**src/rtl/crc8_fold_pkg.sv**
```systemverilog
package crc8_fold_pkg;

  typedef logic [15:0] fold_t;

  // 8x8 carryless product
  function automatic fold_t clmul8(input logic [7:0] a, input logic [7:0] b);
    fold_t p;
    p = '0;
    for (int i = 0; i < 8; i++) begin
      if (a[i]) p = p ^ (fold_t'(b) << i);
    end
    return p;
  endfunction

  // x^(8*j) mod poly
  function automatic logic [7:0] pow_x8(input int j, input logic [8:0] poly);
    logic [8:0] d;
    d = 9'd1;
    for (int i = 0; i < 8 * j; i++) begin
      d = d << 1;
      if (d[8]) d = d ^ poly;
    end
    return d[7:0];
  endfunction

endpackage

```
**src/rtl/crc8_fold_lane.sv**
```systemverilog
module crc8_fold_lane #(
  parameter int         LANES = 8,
  parameter int         LANE  = 0,
  parameter logic [8:0] POLY  = 9'h107,
  localparam int        CW    = $clog2(LANES + 1)
) (
  input  logic [CW-1:0]             count_i,
  input  logic [7:0]                byte_i,
  output crc8_fold_pkg::fold_t      prod_o
);
  logic [7:0] kc [LANES];
  logic [7:0] k_sel;

  for (genvar j = 0; j < LANES; j++) begin : g_k
    localparam logic [7:0] KV = crc8_fold_pkg::pow_x8(j, POLY);
    assign kc[j] = KV;
  end

  // byte followed by j more bytes in this beat uses x^(8j)
  always_comb begin
    k_sel = '0;
    for (int j = 0; j < LANES; j++) begin
      if (int'(count_i) == LANE + 1 + j) k_sel = kc[j];
    end
  end

  assign prod_o = crc8_fold_pkg::clmul8(byte_i, k_sel);
endmodule

```
**src/rtl/crc8_fold_carry.sv**
```systemverilog
module crc8_fold_carry #(
  parameter int         LANES = 8,
  parameter logic [8:0] POLY  = 9'h107,
  localparam int        CW    = $clog2(LANES + 1)
) (
  input  logic [CW-1:0]        count_i,
  input  crc8_fold_pkg::fold_t fold_i,
  output crc8_fold_pkg::fold_t prod_o
);
  logic [7:0] kc [LANES + 2];
  logic [7:0] k_hi, k_lo;

  for (genvar j = 0; j < LANES + 2; j++) begin : g_k
    localparam logic [7:0] KV = crc8_fold_pkg::pow_x8(j, POLY);
    assign kc[j] = KV;
  end

  // prior fold is a two-byte prefix shifted past count bytes
  always_comb begin
    k_hi = kc[1];
    k_lo = kc[0];
    for (int j = 0; j <= LANES; j++) begin
      if (int'(count_i) == j) begin
        k_hi = kc[j + 1];
        k_lo = kc[j];
      end
    end
  end

  assign prod_o = crc8_fold_pkg::clmul8(fold_i[15:8], k_hi)
                ^ crc8_fold_pkg::clmul8(fold_i[7:0], k_lo);
endmodule

```
**src/rtl/crc8_fold_acc.sv**
```systemverilog
module crc8_fold_acc #(
  parameter int         LANES = 8,
  parameter logic [8:0] POLY  = 9'h107,
  localparam int        CW    = $clog2(LANES + 1),
  localparam int        DW    = 8 * LANES
) (
  input  logic          clk_i,
  input  logic          rst_ni,
  input  logic          beat_valid_i,
  input  logic          beat_last_i,
  input  logic [CW-1:0] beat_count_i,
  input  logic [DW-1:0] beat_data_i,
  output logic [15:0]   fold_o,
  output logic          done_o
);
  import crc8_fold_pkg::*;

  logic [CW-1:0] cnt_eff;
  fold_t         lane_prod [LANES];
  fold_t         carry_prod;
  fold_t         fold_nxt;
  fold_t         acc_q, res_q;
  logic          done_q;

  assign cnt_eff = (beat_count_i > CW'(LANES)) ? CW'(LANES) : beat_count_i;

  for (genvar k = 0; k < LANES; k++) begin : g_lane
    crc8_fold_lane #(.LANES(LANES), .LANE(k), .POLY(POLY)) u_lane (
      .count_i (cnt_eff),
      .byte_i  (beat_data_i[8*k +: 8]),
      .prod_o  (lane_prod[k])
    );
  end

  crc8_fold_carry #(.LANES(LANES), .POLY(POLY)) u_carry (
    .count_i (cnt_eff),
    .fold_i  (acc_q),
    .prod_o  (carry_prod)
  );

  always_comb begin
    fold_nxt = carry_prod;
    for (int k = 0; k < LANES; k++) fold_nxt = fold_nxt ^ lane_prod[k];
  end

  always_ff @(posedge clk_i or negedge rst_ni) begin
    if (!rst_ni) begin
      acc_q  <= '0;
      res_q  <= '0;
      done_q <= 1'b0;
    end else begin
      done_q <= beat_valid_i && beat_last_i;
      if (beat_valid_i) begin
        if (beat_last_i) begin
          res_q <= fold_nxt;
          acc_q <= '0;
        end else begin
          acc_q <= fold_nxt;
        end
      end
    end
  end

  assign fold_o = res_q;
  assign done_o = done_q;
endmodule

```
**config.mk**
```make
export PLATFORM = sky130hd
export DESIGN_NAME = crc8_fold_acc
export DESIGN_NICKNAME = d
export VERILOG_FILES = /design/src/rtl/crc8_fold_pkg.sv /design/src/rtl/crc8_fold_lane.sv /design/src/rtl/crc8_fold_carry.sv /design/src/rtl/crc8_fold_acc.sv
export SDC_FILE = /design/constraint.sdc
export NUM_CORES = 1
export LEC_CHECK = 0
export BUFFER_PORTS_ARGS = -buffer_cell sky130_fd_sc_hd__buf_2
export CAP_MARGIN = 20
export CORE_MARGIN = 2
export CORE_UTILIZATION = 50
export DETAILED_ROUTE_END_ITERATION = 6
export HOLD_SLACK_MARGIN = 0.05
export PLACE_DENSITY = 0.69
export SYNTH_ARGS = -nofsm -noshare
export SYNTH_HDL_FRONTEND = slang
export SYNTH_HIERARCHICAL = 1
export SYNTH_SLANG_ARGS = --single-unit
```
**constraint.sdc**
```tcl
create_clock -name clk_i -period 4.6 [get_ports clk_i]
set_clock_uncertainty 0.05 [all_clocks]
set_input_delay 0.92 -clock clk_i [delete_from_list [all_inputs] [get_ports clk_i]]
set_output_delay 0.92 -clock clk_i [all_outputs]
set_load 0.01 [all_outputs]
```
* Word level (Yosys, flattened, before mapping) *
Cells that the tools add are included.

word-level totals
  flip-flop bits (word level) = 33
  output and inout port bits = 17
  logic and storage cells = 262

cells by class
  magnitude comparators = 1
  equal/unequal tests = 15
  multiplexer cells = 162
  bitwise operators = 79
  reduce and logical (&&, ||, !) cells = 2

operators by type and width
  operator                                                         count
  16-bit 2-to-1 mux                                                71
  8-bit 2-to-1 mux                                                 80
  16-bit by 10-bit bitwise XOR with 16-bit output                  10
  16-bit by 11-bit bitwise XOR with 16-bit output                  10
  16-bit by 12-bit bitwise XOR with 16-bit output                  10
  16-bit by 13-bit bitwise XOR with 16-bit output                  10
  16-bit by 14-bit bitwise XOR with 16-bit output                  10
  16-bit by 15-bit bitwise XOR with 16-bit output                  10
  16-bit bitwise XOR                                               9
  8-bit by 9-bit bitwise XOR with 9-bit output                     10
  4-bit == test, second input constant                             8
  4-bit by 3-bit == test with 1-bit output, second input constant  4
  4-bit by 2-bit == test with 1-bit output, second input constant  2
  1-bit 2-to-1 mux                                                 8
  5-bit 2-to-1 mux                                                 1
  4-bit by 1-bit == test with 1-bit output, second input constant  1
  4-bit > comparator, second input constant                        1
  4-bit 2-to-1 mux                                                 1
  3-bit 2-to-1 mux                                                 1
  2-bit AND reduction                                              1
  1-bit logical AND                                                1

* Longest topological paths before layout *
Gate-level depths: netlist of run 1.

  depth after elaboration = 36
  gate-level depth with buffers = 16
  gate-level depth less buffers = 12

* Cells and area by module *
Netlist of run 1, hierarchy kept.

modules (own cells, without submodules)
  module                             instances  cells each  area each (µm²)
  crc8_fold_carry                    1          611         3759.9
  crc8_fold_acc                      1          223         2391.0
  crc8_fold_lane (g_lane[6].u_lane)  1          245         1478.9
  crc8_fold_lane (g_lane[2].u_lane)  1          215         1473.9
  crc8_fold_lane (g_lane[0].u_lane)  1          229         1415.1
  crc8_fold_lane (g_lane[7].u_lane)  1          216         1407.6
  crc8_fold_lane (g_lane[1].u_lane)  1          211         1376.3
  crc8_fold_lane (g_lane[4].u_lane)  1          204         1347.5
  crc8_fold_lane (g_lane[3].u_lane)  1          197         1326.3
  crc8_fold_lane (g_lane[5].u_lane)  1          192         1312.5

* Worst setup path before layout of run 1 *
No wires, ideal clock.

  path kind = input port to flip-flop
  start point = input port beat_count_i[3]
  end point = register acc_q[4]
  library setup time = 135 ps
  arrival = 4721 ps
  data required time = 4415 ps
  slack = -306 ps
  cell stages on the path = 12
  cell sequence = nor2b_1 -> buf_2 -> buf_2 -> nand3b_1 -> a221oi_1 -> a311oi_1 -> xor2_1 -> xnor2_1 -> xor2_1 -> xnor3_1 -> xnor2_1 -> o22ai_1

RTL lines
  what                  line                 text
  start, declared       crc8_fold_acc.sv:11  input logic [CW-1:0] beat_count_i,
  end signal, assigned  crc8_fold_acc.sv:58  acc_q <= fold_nxt;
  end, declared         crc8_fold_acc.sv:22  fold_t acc_q, res_q;

==> results of run 1 <==
[worst reg2reg max path: cells and delay by family (launching register included)]
kind / cells / cell delay, ns
XOR/XNOR: 6 / 1.29
AO/OA/AOI/OAI: 4 / 0.82
buffers and inverters: 1 / 0.24
flip-flops: 1 / 0.95
[layout by cell type, fill, tap and decap left out, types with 10 or more instances in the layout]
cell type,instances
nand3_1,41
and3_1,10
or3_1,10
xor2_1,137
xnor2_1,221
a22o_1,21
a21oi_1,194
dfrtp_1,33
xnor3_1,32
o221ai_1,16
a22oi_1,76
and3b_1,11
inv_1,67
nand2b_1,66
buf_2,87
nor2b_1,87
a211oi_1,22
buf_4,94
a31oi_1,27
maj3_1,10
o32ai_1,12
a32o_1,10
and2_1,24
o22ai_1,115
o21ai_1,39
mux2i_1,45
a21o_1,14
nor3_1,25
o21ai_0,168
nor2_1,126
a21boi_0,15
o211ai_1,15
nand3b_1,19
nor4bb_1,12
a32oi_1,44
nor3b_1,11
nand2_1,271
buf_12,14
[kinds of logic (layout without fill, tap and decap cells)]
family          Yosys count  after routing  synth area share, %
compound gates          892            892                33.97
xor+xnor                395            395                22.86
fa+ha+maj                13             13               0.7744
buf+inv                 373            279                10.99
flops                    33             33                4.776
mux                      52             52                3.148
other cells               9             11               0.1954
simple gates            776            776                23.29
[final timing paths]
check	from	to	slack, ns
worst max-delay path	beat_count_i[3]	fold_o[8]$_DFFE_PN0P_	0.22
worst min-delay path	fold_o[1]$_DFFE_PN0P_	fold_o[1]$_DFFE_PN0P_	0.43
worst max register to register	acc_q[11]$_DFFE_PN0P_	fold_o[10]$_DFFE_PN0P_	1.09
worst min register to register	fold_o[1]$_DFFE_PN0P_	fold_o[1]$_DFFE_PN0P_	0.43
max in group asynchronous	rst_ni	acc_q[12]$_DFFE_PN0P_	3.34
min in group asynchronous	rst_ni	done_o$_DFF_PN0_	0.65
[power by group]
| group | leakage, nW | total [mW] | internal, mW | switching [mW] |
|---|---|---|---|---|
| logic | 6.17 | 4.16 | 1.87 | 2.29 |
| registers | 0.421 | 0.753 | 0.404 | 0.349 |
| clock network | 0.0800 | 0.396 | 0.256 | 0.139 |
| total | 6.67 | 5.31 | 2.53 | 2.78 |
[per-layer routing]
metal,share of wire (%),up-vias,global-route usage (%)
li1,-,8935,-
met1,43,9156,46.31
met2,44,1071,50.87
met3,10,126,5.036
met4,2.5,0,8.169
met5,0,-,0
[final cells by class]
| class | count | area share [%] |
|---|---|---|
| multi-input cells | 2137 | 81.62 |
| repair buffers | 196 | 8.016 |
| flip-flops and latches | 33 | 4.621 |
| well taps | 455 | 3.185 |
| inverters | 75 | 1.575 |
| clock buffers | 5 | 0.7001 |
| clock inverters | 3 | 0.2590 |
| diodes | 2 | 0.02800 |
[metrics by stage]
step           instance area, sq um  utilization (%)  cells  setup WS [ns]
6_report                      17870            52.12   2906         0.2192
5_1_grt                       17870            52.12   2905        0.05661
4_1_cts                       17870            52.11   2904         0.2691
3_5_place_dp                  17700            51.61   2896        0.01287
3_3_place_gp                  17700            51.61   2896        0.05503
2_1_floorplan                 17290                -   2543         0.3790
[sequential cells by signal (all words and copies together), names as in the netlist]
name,cells
done_o,1
acc_q,16
fold_o,16
==> metrics.txt, run 1 <==
status finished, final reports clean; relative slew slack 33.93%; Initial Utilization 50.42%; Critical Path RT 4.66 ns; Synth Instances 2543; Area growth syn-to-layout 3.372%; number of synthesized register bits 33; largest net degree at the start of global routing 80; cell depth of the worst flop-to-flop path 11; Setup TNS Final 0 ns; Critical Path Max Stage Delay 0.56 ns; cts-stage hold buffer count 0; CP max FO 25; FF/Latch Area 825.8 sq um; hpwl dp 43.44 mm; CP bufs+invs 4; EDFF count, synth 0; most frequent cell after synthesis nand2_1; TritonCTS Buffers 5; commonest cells in the netlist nand2_1, xnor2_1, a21oi_1; I/O pins 89; ys async rst share 100.0%; Slew @ Worst Pin 0.9887 ns; Clock Root Buffer clkbuf_16; die width 190.0 um; Rows 68; maxcap violations 0; post-synthesis cell type count 111; final worst-path cycle share 95.23%; Gates resized, CTS repair 0; Clock Pin Slew Worst Setup and Hold Paths 0.06 ns; power density over the cells 297.1 nW/um^2; CP cell instances buf_6 > nor2b_4 > buf_12 > buf_4 > nor2b_1 > buf_4 > nand3b_1 > a21oi_1 > xor3_1 > xor2_1 > xnor2_1 > xnor3_1 > xnor2_1 > o21ai_0; die height 190.0 um; multi-input logic area 14590 sq um; Slew Viols, Final 0; post-synth net total 2615; power after layout 5.310 mW; die area 36080 sq um; synth top area cells xnor2_1, xor2_1, nand2_1, a21oi_1, o21ai_0; register area share after synthesis 4.776%; RSZ-0062 raised after global routing no; most area-hungry cell type in the Yosys netlist xnor2_1; Crit path depth 14; # clock sinks 33; FMAX 228.3 MHz; layout cells sized above 1 11.19%; NumNets Final 2520; Final setup violation count 0; Tot GR Track Use 32.46%; P_leak 6.673 nW; Critical Path Source Type input port; DR pass1 iterations 7; Max IR drop VDD 0.0002923 V; Worst Hold Depth 2; first-pass GRT wire length 96.74 mm; RD Place Congestion 0.9749; # H-tree levels 2; yosys warns 6; via count 19290; vias per cell 6.637; vias in the first global route 17380; Mapped Avg Cell Area 6.799 sq um; post-synth top area share 11.20%; Detail Route Antenna Nets 0; clk_lat worst skew 0.28 ns; DRT iter0 DRCs 2643; DRC viols 0; Final Routed Wirelength 60.38 mm; Top FF cell, synth dfrtp_1; Hold Path Class flop to flop; Slowest-stage cell, CP nor2b_4; I/O Buffers 88; CP arrival 4.44 ns; synthesized area 17290 sq um; Fin. Hold Viols 0; Crit. End Element flop; worst hold slack 0.4312 ns; total grt overflow 0; CTS max path bufs 2; core area 34290 sq um; family with the most delay on the worst path XOR/XNOR gates; min Tclk post-route 4.381 ns; CTS tree done; final-layout fill cell count 3432; WS Path Type input port to flop; Post-CTS Setup Inserts 0; initial antenna violation count 2; wire per inst 20.78 um
No activity file was read; power rests on OpenSTA's default activity.
==> inputs of run 2 (changes only) <==
--- a/config.mk
+++ b/config.mk
@@ -8,10 +8,10 @@
 export BUFFER_PORTS_ARGS = -buffer_cell sky130_fd_sc_hd__buf_2
 export CAP_MARGIN = 20
 export CORE_MARGIN = 2
-export CORE_UTILIZATION = 50
+export CORE_UTILIZATION = 40
 export DETAILED_ROUTE_END_ITERATION = 6
 export HOLD_SLACK_MARGIN = 0.05
-export PLACE_DENSITY = 0.69
+export PLACE_DENSITY = 0.58
 export SYNTH_ARGS = -nofsm -noshare
 export SYNTH_HDL_FRONTEND = slang
 export SYNTH_HIERARCHICAL = 1
==> metrics.txt, run 2 (same netlist as run 1, synthesis figures left out) <==
CTS max path bufs 2 (unchanged); die height 211.9 um (+12%); largest net degree at the start of global routing 112 (+40%); RSZ-0062 raised after global routing no; Gates resized, CTS repair 0 (unchanged); n_diodes 0 (-2); layout cells sized above 1 10.34% (-0.85 points); Max IR drop VDD 0.0002374 V (-19%); most common cell after layout, fill and taps aside nand2_1; P_leak 6.584 nW (-1.3%); Crit. End Element flop; core area 42890 sq um (+25%); placed cells 3005 (+3.8%); # clock sinks 33 (unchanged); final core utilization 41.78% (-10 points); met1 Use GR 39.98% (-6.3 points); DRT iter0 DRCs 2123 (-20%); maxcap violations 0 (unchanged); Initial Utilization 40.31% (-10 points); first-pass GRT wire length 98.20 mm (+1.5%); cts-stage hold buffer count 0 (unchanged); vias per cell 6.278 (-5.4%); Slew Viols, Final 0 (unchanged); Slew @ Worst Pin 1.111 ns (+0.1219 ns); DRC viols 1 (+1); TritonCTS Buffers 5 (unchanged); RD Place Congestion 0.9734 (-0.15%); I/O Buffers 88 (unchanged); Final Routed Wirelength 62.91 mm (+4.2%); total grt overflow 0 (unchanged); die width 211.9 um (+12%); Slowest-stage cell, CP xnor2_1; Tot GR Track Use 27.09% (-5.4 points); Setup TNS Final 0 ns (unchanged); NumNets Final 2499 (-0.83%); relative slew slack 25.96% (-8.0 points); Post-CTS Setup Inserts 0 (unchanged); wire per inst 20.89 um (+0.52%); min Tclk post-route 4.187 ns (-0.1939 ns); Critical Path Source Type input port; Rows 76 (+12%); CP dominant cell by count xnor2_1; failing checks DRC; # H-tree levels 2 (unchanged); Fin. Hold Viols 0 (unchanged); CP cell instances buf_6 > buf_12 > buf_12 > inv_1 > buf_4 > nand2_1 > o32a_1 > xor2_1 > xnor2_1 > xnor2_1 > xor2_1 > xnor2_1 > xnor2_1 > o21ai_0; via count 18910 (-2.0%); FMAX 238.8 MHz (+4.6%); worst slack at placement 0.2284 ns (+0.2155 ns); CP max FO 58 (+130%); most frequent cells in the layout nand2_1, xnor2_1, a21oi_1, o21ai_0, xor2_1; Detail Route Antenna Nets 0 (unchanged); met2 Use GR 41.63% (-9.2 points); Hold Path Class flop to flop; GR peak layer met2; status complete, but fails checks; clk_lat worst skew 0.28 ns (about the same); initial antenna violation count 1 (-1); DR pass1 iterations 7 (unchanged); Final setup violation count 0 (unchanged); I/O pins 89 (unchanged); die area 44900 sq um (+24%); CP arrival 4.25 ns (-0.19 ns); Clock Pin Slew Worst Setup and Hold Paths 0.05 ns (about the same); worst hold slack 0.4281 ns (-0.003126 ns); Clock Root Buffer clkbuf_16; GR Util met3 3.531% (-1.5 points); Area growth syn-to-layout 3.640%; post-route insts no fill 3012 (+3.6%); Setup WS post-layout 0.4131 ns (+0.1939 ns); WS Path Type input port to flop; Critical Path RT 4.66 ns (about the same); CTS tree done; final worst-path cycle share 91.02% (-4.2 points); Critical Path Max Stage Delay 0.38 ns (-0.18 ns); power density over the cells 296.7 nW/um^2 (-0.14%); vias in the first global route 16980 (-2.3%); hpwl dp 45.29 mm (+4.2%)
## run 2: cell count changes in the layout (fill, tap and decap cells not counted), sizes merged
cell and change:
clkbuf +2, bufinv -1, clkinv -1, diode -2
buf -21, clkinvlp -1
## run 2: critical path, delay by kind of cell
family / cells / cell delay, ns
xor+xnor: 6 / 1.49
compound gates: 2 / 0.47
buf+inv: 5 / 1.11
simple gates: 1 / 0.17
## run 2: worst paths after layout
path	cells past startpoint	endpoint	slack, ns	startpoint
min	2	fold_o[8]$_DFFE_PN0P_	0.43	fold_o[8]$_DFFE_PN0P_
min in group asynchronous	1	fold_o[1]$_DFFE_PN0P_	0.66	rst_ni
min reg2reg	2	fold_o[8]$_DFFE_PN0P_	0.43	fold_o[8]$_DFFE_PN0P_
max	14	fold_o[7]$_DFFE_PN0P_	0.41	beat_count_i[3]
max reg2reg	9	acc_q[2]$_DFFE_PN0P_	1.09	acc_q[9]$_DFFE_PN0P_
max in group asynchronous	1	acc_q[12]$_DFFE_PN0P_	3.35	rst_ni
## run 2: metrics by stage
stage                     area [sq um]  total power, mW
final                            17920            5.316
after global routing             17920            5.641
after floorplan                  17290            3.698
after global placement           17780            4.862
after detailed placement         17780            4.896
after CTS                        17920            5.241
## run 2: where the power goes
group / switching, mW / internal [mW] / total [mW]
Combinational: 2.37 / 1.85 / 4.21
Sequential: 0.367 / 0.404 / 0.771
Clock: 0.118 / 0.212 / 0.330
Total: 2.85 / 2.47 / 5.32
## run 2: layer usage
metal | share of wire (%) | vias to the layer above | routed length (um)
met3 | 8.7 | 104 | 5503
li1 | - | 8888 | -
met5 | 0.021 | - | 13
met1 | 45 | 8959 | 28210
met4 | 2.2 | 2 | 1391
met2 | 44 | 957 | 27780
## run 2: area by class of cell
class / instances / area [sq um]
clock buffer: 7 / 142.6
timing repair buffer: 175 / 1350
inverter: 75 / 281.5
tap: 585 / 732.0
multi-input combinational: 2137 / 14590
sequential: 33 / 825.8
fill: 4495 / 24970
